File: src/rtl/an_prog_pkg.sv
package an_prog_pkg;
  localparam int CODE_W = 4;
  localparam int WORD_W = 16;
  localparam int ADDR_W = 5;
  localparam int CTL_RESTART_BIT = 9;
  localparam int CTL_ENABLE_BIT  = 12;
  localparam logic [ADDR_W-1:0] ADDR_CTRL = ADDR_W'(0);
  localparam logic [ADDR_W-1:0] ADDR_STAT = ADDR_W'(17);
  localparam logic [CODE_W-1:0] CODE_TOP  = 4'hF;
  localparam logic [CODE_W-1:0] CODE_LAST_LOW = 4'h8;

  function automatic logic code_legal(input logic [CODE_W-1:0] c);
    return (c <= CODE_LAST_LOW) || (c == CODE_TOP);
  endfunction

  function automatic logic [WORD_W-1:0] pack_status(input logic rate, input logic dup,
                                                    input logic link,
                                                    input logic [CODE_W-1:0] code);
    logic [WORD_W-1:0] w;
    w = '0;
    w[15] = rate;
    w[14] = dup;
    w[13:11] = code[2:0];
    w[4] = code[3];
    w[0] = link;
    return w;
  endfunction

  function automatic logic [WORD_W-1:0] pack_ctrl(input logic en, input logic rst);
    logic [WORD_W-1:0] w;
    w = '0;
    w[CTL_ENABLE_BIT]  = en;
    w[CTL_RESTART_BIT] = rst;
    return w;
  endfunction
endpackage

File: src/rtl/an_restart_src.sv
module an_restart_src
  import an_prog_pkg::*;
#(
  parameter int SYNC_STAGES = 2
) (
  input  logic clk,
  input  logic rst_n,
  input  logic wr_restart,
  input  logic wr_enable,
  input  logic wr_en_val,
  input  logic sel_pin,
  input  logic link_fail,
  output logic en_q,
  output logic restart_evt,
  output logic restart_q
);
  localparam int LAST = SYNC_STAGES - 1;

  logic [SYNC_STAGES-1:0] sync_q;
  logic pin_prev, en_prev, lf_prev;
  logic ev_wr, ev_en, ev_pin, ev_lf;

  always_ff @(posedge clk) begin
    if (!rst_n) begin
      sync_q   <= '1;
      pin_prev <= 1'b1;
      en_q     <= 1'b1;
      en_prev  <= 1'b1;
      lf_prev  <= 1'b0;
      restart_q <= 1'b0;
    end else begin
      sync_q   <= {sync_q[SYNC_STAGES-2:0], sel_pin};
      pin_prev <= sync_q[LAST];
      if (wr_enable) en_q <= wr_en_val;
      en_prev  <= en_q;
      lf_prev  <= link_fail;
      restart_q <= restart_evt;
    end
  end

  assign ev_wr  = wr_restart;
  assign ev_en  = en_q & ~en_prev;
  assign ev_pin = sync_q[LAST] & ~pin_prev;
  assign ev_lf  = link_fail & ~lf_prev;
  assign restart_evt = ev_wr | ev_en | ev_pin | ev_lf;

  AST_RESTART_PULSE: assert property (@(posedge clk) disable iff (!rst_n)
    restart_evt |=> restart_q);
  AST_RESTART_SINGLE: assert property (@(posedge clk) disable iff (!rst_n)
    !restart_evt |=> !restart_q);
  AST_LINK_FAIL_RESTART: assert property (@(posedge clk) disable iff (!rst_n)
    (link_fail && !lf_prev) |=> restart_q);
endmodule

File: src/rtl/an_progress_hold.sv
module an_progress_hold
  import an_prog_pkg::*;
(
  input  logic              clk,
  input  logic              rst_n,
  input  logic [CODE_W-1:0] arb_state,
  input  logic              an_done,
  input  logic              restart_evt,
  input  logic              rd_clr,
  output logic [CODE_W-1:0] prog_q,
  output logic              latch_hit
);
  assign latch_hit = code_legal(arb_state) && (arb_state > prog_q) && !an_done;

  always_ff @(posedge clk) begin
    if (!rst_n)           prog_q <= '0;
    else if (restart_evt) prog_q <= '0;
    else if (latch_hit)   prog_q <= arb_state;
    else if (rd_clr)      prog_q <= '0;
  end

  AST_LEGAL_HELD: assert property (@(posedge clk) disable iff (!rst_n)
    code_legal(prog_q));
  AST_MONOTONIC: assert property (@(posedge clk) disable iff (!rst_n)
    (!restart_evt && !rd_clr) |=> (prog_q >= $past(prog_q)));
  AST_DONE_FREEZE: assert property (@(posedge clk) disable iff (!rst_n)
    (an_done && !restart_evt && !rd_clr) |=> $stable(prog_q));
  AST_READ_CLEAR: assert property (@(posedge clk) disable iff (!rst_n)
    (rd_clr && !restart_evt && !latch_hit) |=> (prog_q == '0));
  AST_RESTART_ZERO: assert property (@(posedge clk) disable iff (!rst_n)
    restart_evt |=> (prog_q == '0));
endmodule

File: src/rtl/an_status_read.sv
module an_status_read
  import an_prog_pkg::*;
(
  input  logic              rd_stb,
  input  logic [ADDR_W-1:0] rd_addr,
  input  logic [CODE_W-1:0] prog,
  input  logic              rate_hi,
  input  logic              full_dup,
  input  logic              link_up,
  input  logic              en_q,
  input  logic              restart_q,
  output logic [WORD_W-1:0] rd_data,
  output logic              rd_clr
);
  always_comb begin
    unique case (rd_addr)
      ADDR_STAT: rd_data = pack_status(rate_hi, full_dup, link_up, prog);
      ADDR_CTRL: rd_data = pack_ctrl(en_q, restart_q);
      default:   rd_data = '0;
    endcase
  end

  assign rd_clr = rd_stb && (rd_addr == ADDR_STAT);
endmodule

File: src/rtl/an_progress_mon.sv
module an_progress_mon
  import an_prog_pkg::*;
(
  input  logic        clk,
  input  logic        rst_n,
  input  logic [3:0]  arb_state,
  input  logic        an_done,
  input  logic        link_up,
  input  logic        rate_hi,
  input  logic        full_dup,
  input  logic        link_fail,
  input  logic        sel_pin,
  input  logic        ctl_wr,
  input  logic [15:0] ctl_wdata,
  input  logic        rd_stb,
  input  logic [4:0]  rd_addr,
  output logic [15:0] rd_data,
  output logic        an_restart
);
  logic              en_q, restart_evt, restart_q, rd_clr, latch_hit;
  logic [CODE_W-1:0] prog_q;

  an_restart_src #(.SYNC_STAGES(2)) u_src (
    .clk(clk), .rst_n(rst_n),
    .wr_restart(ctl_wr & ctl_wdata[CTL_RESTART_BIT]),
    .wr_enable(ctl_wr), .wr_en_val(ctl_wdata[CTL_ENABLE_BIT]),
    .sel_pin(sel_pin), .link_fail(link_fail),
    .en_q(en_q), .restart_evt(restart_evt), .restart_q(restart_q)
  );

  an_progress_hold u_hold (
    .clk(clk), .rst_n(rst_n), .arb_state(arb_state), .an_done(an_done),
    .restart_evt(restart_evt), .rd_clr(rd_clr),
    .prog_q(prog_q), .latch_hit(latch_hit)
  );

  an_status_read u_rd (
    .rd_stb(rd_stb), .rd_addr(rd_addr), .prog(prog_q),
    .rate_hi(rate_hi), .full_dup(full_dup), .link_up(link_up),
    .en_q(en_q), .restart_q(restart_q),
    .rd_data(rd_data), .rd_clr(rd_clr)
  );

  assign an_restart = restart_q;

  AST_UNUSED_ADDR_ZERO: assert property (@(posedge clk) disable iff (!rst_n)
    (rd_addr != ADDR_CTRL && rd_addr != ADDR_STAT) |-> (rd_data == '0));
  AST_LATCH_LEGAL: assert property (@(posedge clk) disable iff (!rst_n)
    (latch_hit && !restart_evt) |=> (prog_q == $past(arb_state)));
endmodule

File: config.mk
export PLATFORM = sky130hd
export DESIGN_NAME = an_progress_mon
export DESIGN_NICKNAME = d
export VERILOG_FILES = /design/src/rtl/an_prog_pkg.sv /design/src/rtl/an_restart_src.sv /design/src/rtl/an_progress_hold.sv /design/src/rtl/an_status_read.sv /design/src/rtl/an_progress_mon.sv
export SDC_FILE = /design/constraint.sdc
export NUM_CORES = 1
export LEC_CHECK = 0
export CORE_MARGIN = 3
export CORE_UTILIZATION = 35
export CTS_CLUSTER_SIZE = 40
export DETAILED_ROUTE_END_ITERATION = 6
export PLACE_DENSITY = 0.91
export REMOVE_ABC_BUFFERS = 1
export SETUP_SLACK_MARGIN = 0.2
export SYNTH_ARGS = -nofsm -noshare
export SYNTH_HDL_FRONTEND = slang
export SYNTH_SLANG_ARGS = --single-unit
File: constraint.sdc
create_clock -name clk -period 2.7 [get_ports clk]
set_input_delay 0.27 -clock clk [delete_from_list [all_inputs] [get_ports clk]]
set_output_delay 0.27 -clock clk [all_outputs]
set_load 0.1 [all_outputs]
Word-level counts from Yosys, hierarchy flattened
Cells that the tools add are included.

Word-level logic and storage cells: 33. Output and inout bits: 17. Bits of input ports: 35. Flip-flop bits (word level): 11.

Equality and inequality tests: 2. Mux-type cells: 3. Bitwise operators: 11. Reduce and logical (&&, ||, !) cells: 8. $lt $le $gt $ge: 2.

Operators with widths (number): $pmux W16 S2 (1); $mux W4 (2); $eq A5 B5 Y1 const B (1); $logic_not A5 Y1 (1); $and A1 B1 Y1 (4); $eq A4 B4 Y1 const B (1); $gt A4 B4 Y1 (1); $le A4 B4 Y1 const B (1); $not A1 Y1 (4); $logic_and A1 B1 Y1 (3); $or A1 B1 Y1 (3); $reduce_bool A2 Y1 (1); $reduce_or A2 Y1 (1); $logic_not A1 Y1 (1); $logic_or A1 B1 Y1 (1).

Depth between registers and ports, before layout
Word-level depth: 6. Depth in mapped cells: 6. Depth with buffers taken out: 6.

Cells and area by module
Synthesis repeated with hierarchy kept, for this count alone.

Cells, all modules: 84. Area, all modules: 721.9 um^2.

By module, submodules not included: an_progress_hold (area an instance 292.8 um^2, instances 1, cells each 34, seq. area each 80.1 um^2); an_restart_src (area an instance 234.0 um^2, instances 1, cells each 19, seq. area each 140.1 um^2); an_status_read (area an instance 188.9 um^2, instances 1, cells each 30, seq. area each 0.0 um^2); an_progress_mon (area an instance 6.3 um^2, instances 1, cells each 1, seq. area each 0.0 um^2).

Least setup slack after synthesis
OpenSTA, ideal clock, no wires.

Path kind: input port to output port. Start: in rd_addr[1]. End: out rd_data[12]. Data required time: 2430 ps. Arrival time: 2771 ps. Slack: -341 ps. Cell stages on the path: 2. Buffers on the path: 0. Cells stage by stage: nor3_1 -> a21boi_0.

Cells in the longest elaborated chain, start to end: 2. Elaborated cells on any way between the ends: 3. Classes of those cells: 1 x eq/ne; 1 x mux; 1 x reduce/logical.

Ends and longest elaborated chain: start, declared (RTL line an_progress_mon.sv:16) `input logic [4:0] rd_addr,`; $eq A5 B5 Y1 or $logic_not A5 Y1 (tied branches) (RTL line an_status_read.sv:16) `unique case (rd_addr)`; $pmux W16 S2 (*) (RTL line an_status_read.sv:16); end, declared (RTL line an_progress_mon.sv:17) `output logic [15:0] rd_data,`.

Every way passes the cells marked *; elsewhere a longest branch is shown, timed or not.

Final worst setup path
Start: in rd_addr[1]. End: out rd_data[13].

The elaborated chain is that of the path after synthesis.

==> results.txt <==
----------------------------------------------------
[Critical path]
  Category of the worst setup path launch point ... input pin
  Required @ worst endpoint ... approximately 2.4 ns
  Slowest stage cell, crit path ... clkdlybuf4s50_1
  Slowest Stage Delay on Critical Path ... 0.40 ns
  Critical path type ... input pin to output pin
  Maximum net fanout on the critical path ... 6
  CP endpoint kind ... output pin
  Arrival time at the worst endpoint ... approximately 1.7 ns
  Cell breakdown of the critical path ... clkdlybuf4s50_1 > nor3_1 > and3_1 > and2_1 > buf_12

[Clock network]
  Total of hold buffers inserted after clock tree synthesis ... 0
  Largest buffer count on any clock path ... 2
  Number of cells upsized or downsized after cts ... 0
  Clock sinks ... 11
  TritonCTS clock tree ... yes
  Number of levels in the clock H-tree ... 1
  Clock slew at reported path FFs ... about 0.060 ns
  Number of buffers inserted during clock tree synthesis ... 3
  Setup repair bufs after CTS ... 0
  Clk_lat worst skew ... 0.26 ns
  Cell at the root of the clock tree ... clkbuf_4

[Global routing]
  Pin count of the biggest net entering global routing ... 16
  Met3 capacity usage during global routing ... 0.0682
  Global-route wire length before repair ... 2590 um
  Initial antenna violation count ... 0
  Top Usage Layer GRT ... met2
  Overall fraction of global-route tracks in use ... 0.134
  Routing usage on met1 ... 0.119
  Aggregate global routing overflow ... 0
  Via count of the first global-routing pass ... 617
  Global-route track usage on met2 ... 0.257

[Finish]
  Area Growth Syn to Fin ... 53.2%
  Post-route standard cell area excluding fillers ... ~0.0010 sq mm
  Top library cells by usage in the layout, fill and taps aside ... clkdlybuf4s50_1 (20), dfxtp_1 (11), conb_1 (8)
  Count of non-filler cells in the finished layout ... 131
  Area taken by flip-flops and latches ... 220 sq um
  Ant. Diodes ... 0
  Most common cell after layout, fill and taps aside ... clkdlybuf4s50_1
  Share of cells above drive strength 1 ... 0.132
  Count of filler cells inserted in the layout ... 153
  Nets ... 146
  Multi-input combinational cell area ... 409 sq um

[Placement]
  Area after detailed placement ... ~0.0010 sq mm
  Port bufs ... 29
  Detail Placement HPWL ... 1330 um
  Weighted congestion at the end of routability-driven global placement ... a little under 0.7
  Number of cells in the design after placement ... 127

[Synthesis]
  Yosys top cell area share ... 0.323
  Area share of fa/ha/maj cells after synthesis ... 0.0734
  Post-synthesis sequential element count ... 11
  Warning count from the yosys run ... 0
  Number of distinct library cells after synthesis ... 24
  Compound-cell area share of the yosys netlist ... 0.121
  Number of standard cells after synthesis ... 75
  Sequential cell area fraction in the yosys report ... 0.323
  Syn_area_per_cell ... 9.09 sq um
  Xor/xnor share of the synthesized area ... 0
  Dominant combinational cell family by area after synthesis ... simple AND/OR/NAND/NOR gates
  Largest area contributor in the synthesized netlist ... dfxtp_1
  Multiplexer fraction of the synthesized cell area ... 0.0734
  Simple logic cell fraction of the synthesized area ... 0.288
  Largest cells by area after synthesis ... dfxtp_1 (32%), buf_4 (8.8%), ha_1 (7.3%)
  Synthesized area ... 682 sq um

[Die]
  Horizontal extent of the die ... 50.1 um
  Count of standard-cell rows ... 15
  Standard cell core area ... between 0.0015 and 0.002 sq mm
  I/O pin cnt ... 52
  Effective utilization at floorplan ... 0.382
  Total die area ... 0.00251 sq mm
  Die Ht ... ~50 um

[Routing]
  Wire length per cell ... 12.1 um
  Count of routing violations after the opening detailed-route iteration ... 9
  DRT Pass-1 Iters ... 4
  Count of vias placed by the detailed router ... between 600 and 700
  Detailed Route WL ... 1580 um
  Residual DRC ... 0
  Number of nets with antenna violations after routing ... 0
  Routed vias/inst ... 4.79

[Timing]
  Setup repair after global routing missed its margin ... no
  Final Slew Violations ... 0
  Period utilisation layout ... 0.746
  Peak Freq ... 497 MHz
  Total negative slack for setup checks ... 0 ns
  Slew at the pin closest to its max-slew limit ... 0.556 ns
  Final count of negative-setup-slack endpoints ... 0
  Slew headroom ... 0.629
  Hold WS ... 0.411 ns
  Final-report hold violation count ... 0
  Final Critical Period ... 2.01 ns
  Largest clock skew in the final design ... around 0.0016 ns

[Power]
  Overall power consumption ... between 400 and 500 uW
  Cell Pwr Density ... around 410 mW/mm^2
  Worst-case vdd ir drop ... between 300 and 400 uV
  Reported leakage power ... ~0.42 nW

[Status]
  Status ... finished clean

[Worst hold path]
  Type of the most critical hold path ... flip-flop to flip-flop

[Run]
  Max-capacitance violation count ... 0

----------------------------------------------------
worst paths after layout:
check / from / to / slack [ns] / cells past startpoint
max reg2reg: u_hold.prog_q[3] / u_hold.prog_q[3] / 1.05 / 6
min reg2reg: u_src.sync_q[0] / u_src.sync_q[1] / 0.41 / 1
min: u_src.sync_q[0] / u_src.sync_q[1] / 0.41 / 1
max: rd_addr[1] / rd_data[13] / 0.69 / 5
metal layers:
| layer | up-vias | routed length [um] | share of wire |
|---|---|---|---|
| li1 | 308 | - | - |
| met1 | 284 | 609 | 0.39 |
| met4 | 0 | 9 | 0.0057 |
| met5 | - | 0 | 0 |
| met2 | 33 | 782 | 0.49 |
| met3 | 2 | 179 | 0.11 |
kinds of logic (layout without fill, tap and decap cells):
family,after synthesis,count (layout)
compound gates,7,7
flops,11,11
buf+inv,13,37
fa+ha+maj,4,4
simple gates,34,34
other cells,1,8
mux,5,5
cell type report:
type,count,area share
clock buffer,4,0.0251
multi-input combinational,58,0.392
sequential,11,0.211
timing repair buffer,29,0.328
inverter,4,0.0144
tap,25,0.0299
state kept, by name (all words and copies together) (netlist names):
| register | flops |
|---|---|
| u_src.lf_prev | 1 |
| u_src.sync_q | 2 |
| u_src.en_q | 1 |
| u_src.en_prev | 1 |
| u_src.restart_q | 1 |
| u_hold.prog_q | 4 |
| u_src.pin_prev | 1 |
through the flow:
| step | utilization | setup WS, ns |
|---|---|---|
| floorplan | - | -0.341 |
| global placement | 0.571 | 0.690 |
| detailed placement | 0.571 | 0.623 |
| CTS | 0.586 | 0.670 |
| global route | 0.586 | 0.618 |
| finish | 0.586 | 0.687 |
worst max-delay path, delay by kind of cell:
kind | cells | cell delay [ns]
AND/OR/NAND/NOR | 3 | 0.88
buffers and inverters | 2 | 0.58
synth_stat cells (all sizes together):
master,instances
nor2b,5
a2111oi,1
nand4,5
ha,4
inv,4
mux2i,5
dfxtp,11
a31oi,1
or3,1
and3,2
nand2,2
a21boi,2
o211ai,1
a41o,1
buf,8
clkbuf,1
nor3,1
a21oi,1
nand3,6
nor2,1
and2,7
conb,1
nand2b,4
power by group:
part | total [mW] | internal (mW) | switching (mW) | leakage [nW]
logic | 0.143 | 0.0483 | 0.0944 | 0.313
registers | 0.172 | 0.169 | 0.00308 | 0.0903
clock network | 0.109 | 0.0571 | 0.0517 | 0.0150
(Power assumes the default switching activity.)
